`config.mk`:
```
export PLATFORM = sky130hd
export DESIGN_NAME = xpoint_matrix
export DESIGN_NICKNAME = d
export VERILOG_FILES = /design/src/rtl/xpoint_matrix.sv
export SDC_FILE = /design/constraint.sdc
export NUM_CORES = 1
export LEC_CHECK = 0
export ABC_AREA = 1
export BUFFER_PORTS_ARGS = -buffer_cell sky130_fd_sc_hd__buf_2
export CORE_MARGIN = 8
export CORE_UTILIZATION = 57
export DETAILED_ROUTE_END_ITERATION = 10
export HOLD_SLACK_MARGIN = 0.05
export PLACE_DENSITY = 0.77
export SLEW_MARGIN = 20
export SYNTH_ARGS = -nofsm -noshare
export SYNTH_HDL_FRONTEND = slang
export SYNTH_SLANG_ARGS = --single-unit
```
`constraint.sdc`:
```
create_clock -name clk -period 1.75 [get_ports clk]
set_clock_uncertainty 0.2 [all_clocks]
set_input_delay 0.175 -clock clk [delete_from_list [all_inputs] [get_ports clk]]
set_output_delay 0.175 -clock clk [all_outputs]
set_load 0.1 [all_outputs]
```
`src/rtl/xpoint_matrix.sv`:
```
module xpoint_matrix #(
  parameter int N_IN  = 16,
  parameter int N_OUT = 16
) (
  input  logic                                  clk,
  input  logic                                  rst_n,
  input  logic [N_IN-1:0]                       din,
  output logic [N_OUT-1:0]                      dout,
  input  logic                                  host_we,
  input  logic [((N_OUT > 1) ? $clog2(N_OUT) : 1)-1:0] host_addr,
  input  logic [((N_IN > 1) ? $clog2(N_IN) : 1)-1:0]   host_wdata,
  output logic [((N_IN > 1) ? $clog2(N_IN) : 1)-1:0]   host_rdata,
  input  logic                                  ld_start,
  input  logic [((N_IN > 1) ? $clog2(N_IN) : 1)-1:0]   ld_field,
  output logic                                  ld_busy
);
  localparam int SW = (N_IN > 1) ? $clog2(N_IN) : 1;
  localparam int AW = (N_OUT > 1) ? $clog2(N_OUT) : 1;
  localparam logic [AW-1:0] LAST = AW'(N_OUT - 1);

  logic [N_OUT-1:0][SW-1:0] map_q, shadow_q, shifted;
  logic [AW-1:0]            cnt_q;
  logic                     busy_q;
  logic                     addr_ok;

  assign addr_ok = int'(host_addr) < N_OUT;

  always_comb begin
    for (int i = 0; i < N_OUT - 1; i++) shifted[i] = shadow_q[i+1];
    shifted[N_OUT-1] = ld_field;
  end

  always_ff @(posedge clk or negedge rst_n) begin
    if (!rst_n) begin
      map_q    <= '0;
      shadow_q <= '0;
      cnt_q    <= '0;
      busy_q   <= 1'b0;
    end else if (busy_q) begin
      shadow_q <= shifted;
      if (cnt_q == LAST) begin
        map_q  <= shifted;
        busy_q <= 1'b0;
        cnt_q  <= '0;
      end else begin
        cnt_q <= cnt_q + 1'b1;
      end
    end else begin
      if (host_we && addr_ok) map_q[host_addr] <= host_wdata;
      if (ld_start) begin
        busy_q <= 1'b1;
        cnt_q  <= '0;
      end
    end
  end

  assign ld_busy    = busy_q;
  assign host_rdata = addr_ok ? map_q[host_addr] : '0;

  for (genvar o = 0; o < N_OUT; o++) begin : g_out
    logic [N_IN-1:0] hot;
    assign hot     = N_IN'(1) << map_q[o];
    assign dout[o] = |(din & hot);

    assert_route_R2: assert property (@(posedge clk) disable iff (!rst_n)
      dout[o] == din[map_q[o]]);
  end

  assert_hold_map_R6: assert property (@(posedge clk) disable iff (!rst_n)
    (busy_q && $past(busy_q)) |-> $stable(map_q));

  assert_interval_R5: assert property (@(posedge clk) disable iff (!rst_n)
    $fell(busy_q) |-> ($past(cnt_q) == LAST));

  assert_idle_write_R3: assert property (@(posedge clk) disable iff (!rst_n)
    (host_we && !busy_q && addr_ok) |=> (map_q[$past(host_addr)] == $past(host_wdata)));

  assert_busy_write_ignored_R7: assert property (@(posedge clk) disable iff (!rst_n)
    (host_we && busy_q && cnt_q != LAST) |=> $stable(map_q));

  assert_no_restart_R8: assert property (@(posedge clk) disable iff (!rst_n)
    (busy_q && ld_start && cnt_q != LAST) |=> (cnt_q == $past(cnt_q) + 1'b1));
endmodule

```
==> key figures <==
Synth
  • Synth Instances: 1568
  • Asr flop ratio synth: 1.00
  • Post-synth top area share: 0.342
  • Post-synth EDFFs: 0
  • Net count after synthesis: 1601
  • Cell variety after synth: 24
  • Synthesized area per cell: 6.03 um^2
  • Post-synthesis sequential area ratio: 0.342
  • Main synth FF type: dfrtp_1
  • Syn Std Cell Area: 9450 um^2
  • Post-synthesis register bit count: 129
  • Synth Warn #: 0
  • Most area-consuming cells after synthesis: dfrtp_1, nand2_1, nand4_1, nand3_1, o21ai_0
  • Synth area leader: dfrtp_1

CTS
  • CTS tree: built
  • Clock root buffer: clkbuf_16
  • H-tree lvl count: 4
  • CTS Buf Count: 17
  • Clk slew on worst S/H paths: 0.06 ns
  • Clk sinks: 129
  • Worst skew pair latency: 0.41 ns
  • Max Root-Sink Buffers: 2

Power and ir drop
  • Power Dens Cells: 2120 nW/um^2
  • Final Power: 0.0273 W
  • Leakage: 6.53 nW
  • Peak supply drop: 1.80 mV

Placed design
  • Cells after DPL: 1850
  • Post-placement worst setup slack: -0.0606 ns
  • Placed wire-length estimate: 22100 um
  • GPL Wtd Cong: 0.935
  • PortBufs: 52

Timing
  • Final min period: 2.20 ns
  • Crit share post-route: 1.26
  • Final worst-path setup slack: -0.447 ns
  • Final Hold Viols: 0
  • Total Neg Setup Slack: -7.54 ns
  • Hold_ws: 0.168 ns
  • Tightest Pin Transition: 0.491 ns
  • Peak Freq: 455 MHz
  • Pins Over Slew Limit: 0
  • Slew Limit Headroom: 0.672
  • Final setup violation count: 28
  • RSZ-0062 raised after global routing: yes

Drt
  • Via count: 12.0k
  • DRT iter0 DRCs: 1788
  • Post-Route WL: 36700 um
  • TritonRoute pass-1 iters: 7
  • Remaining antenna violation count: 0
  • DR WL/cell: 18.8 um
  • Vias per cell: 6.17
  • Drc violations: 0

Floorplanning
  • Rows: 47
  • Die ar.: 21000 um^2
  • Initial Utilization: 0.576
  • Core Region: 16400 um^2
  • IO Count: 53
  • Die X: 145 um
  • Die height: 145 um

Layout
  • Layout cells sized above 1: 0.277
  • Register area: 3290 um^2
  • Most frequent cells in the layout: nand2_1, nand4_1, nand3_1, nor2_1, buf_4
  • Layout Area Growth over Synthesis: 36.5%
  • Commonest non-fill, non-tap cell in the layout: nand2_1
  • Antenna diodes: 0
  • Fill count: 1096
  • Final std cells w/o fill: 1949
  • Multi-input gate area: 5620 um^2
  • Final #Nets: 1749

Setup path
  • WP data arrival: 1.82 ns
  • CP bufs+invs: 3
  • Crit-path leading delay family: simple AND/OR/NAND/NOR gates
  • CP required: 1.37 ns
  • Reg2reg end: map_q[44]$_DFFE_PN0P_
  • WS Path Type: flop to output port
  • R2R Setup Slk: -0.04 ns
  • R2r startpoint: ld_busy$_DFF_PN0_
  • Reg2Reg Depth: 7
  • Crit start category: flop
  • Worst-path cell chain: buf_6, nand4_1, nand2_1, nor2_2, nand3_2, nand2_2, clkinvlp_4, buf_12
  • Crit-path slowest cell: dfrtp_2
  • CP Capture Type: output port
  • Worst-path fanout max: 5
  • Slowest Stage Delay on Critical Path: 0.46 ns

Global routing
  • Initial antenna violation count: 0
  • Largest net degree at the start of global routing: 65
  • Congestion Overflow GR: 0
  • Number of global-route vias before repair: 10.5k
  • Tot GR Track Use: 0.324
  • Global-route wire length before repair: 53300 um

Run
  • Total of max-cap violations: 0

Hold path
  • Worst hold stages: 6
  • Worst Hold Launch: host_wdata[3]
  • Hold WC Path Type: primary input to flop
  • Hold Path Sink: map_q[63]$_DFFE_PN0P_

Status
  • Failing checks: negative setup slack
  • Status: complete, but fails checks
## how the worst max path moves through the flow
stage                          start                     to  slack, ns  depth (start not counted)
2_1_floorplan   map_q[5]$_DFFE_PN0P_                dout[1]      0.001                          7
3_3_place_gp       ld_busy$_DFF_PN0_  map_q[39]$_DFFE_PN0P_      -0.08                          7
3_5_place_dp   map_q[44]$_DFFE_PN0P_               dout[11]      -0.06                          8
4_1_cts        map_q[33]$_DFFE_PN0P_                dout[8]      -0.37                          8
5_1_grt        map_q[61]$_DFFE_PN0P_               dout[15]      -0.49                          8
6_report       map_q[34]$_DFFE_PN0P_                dout[8]      -0.45                          8
## stage by stage
step                      utilization  cell area (um^2)
after floorplan                     -              9630
after global placement          0.676             11100
after detailed placement        0.676             11100
after CTS                       0.752             12300
after global routing            0.786             12900
final                           0.786             12900
## power breakdown
group / leakage, nW / internal (W) / switching, W / total [W]
logic: 4.66 / 0.00646 / 0.0109 / 0.0173
clock network: 0.313 / 0.00261 / 0.00138 / 0.00399
registers: 1.56 / 0.00442 / 0.00157 / 0.00600
## Yosys cell counts (17+ instances only)
cell and number:
nand3_1 146, o21ai_0 101, clkbuf_1 71, buf_2 28, nand2_1 650, inv_1 114, nor2_1 123, nand4_1 144
inv_2 17, dfrtp_1 129
## timing repair
action,4_1_cts,5_1_grt
pin swaps,30,68
endpoints found under the setup margin,29,100
gates resized for setup,143,139
cloned,2,1
buffers inserted,30,27
hold buffers,7,1
endpoints found under the hold margin,142,16
## final cells by class
class	count	area share
clock inverters	12	0.0158
clock buffers	20	0.0354
repair inverters	2	0.000582
inverters	139	0.0471
multi-input cells	1193	0.436
well taps	220	0.0213
repair buffers	234	0.189
flip-flops and latches	129	0.255
## cells by family after synthesis
| group | Yosys count | share of synthesized area |
|---|---|---|
| and+or+nand+nor | 1069 | 0.485 |
| buffers and inverters | 246 | 0.103 |
| DFF | 129 | 0.342 |
| AOI/OAI and AO/OA | 122 | 0.0675 |
| xor gates and xnor gates | 1 | 0.000927 |
| adders and majority gates | 1 | 0.00132 |
## per-layer routing
layer	vias up	track usage	part of all wire
li1	5385	-	-
met1	5404	0.433	0.38
met2	990	0.495	0.43
met3	237	0.0636	0.13
met4	0	0.154	0.062
met5	-	0	0
## worst reg2reg max path: cells and delay by family (launching register included)
family          cells  cell delay [ns]
simple gates        3             0.32
buf+inv             3             0.42
flops               1             0.50
compound gates      1             0.29
## registers in the layout, indices dropped and copies added, names as in the netlist
signal / flops
ld_busy: 1
cnt_q: 4
map_q: 64
shadow_q: 60
No activity file was read; power rests on OpenSTA's default activity.
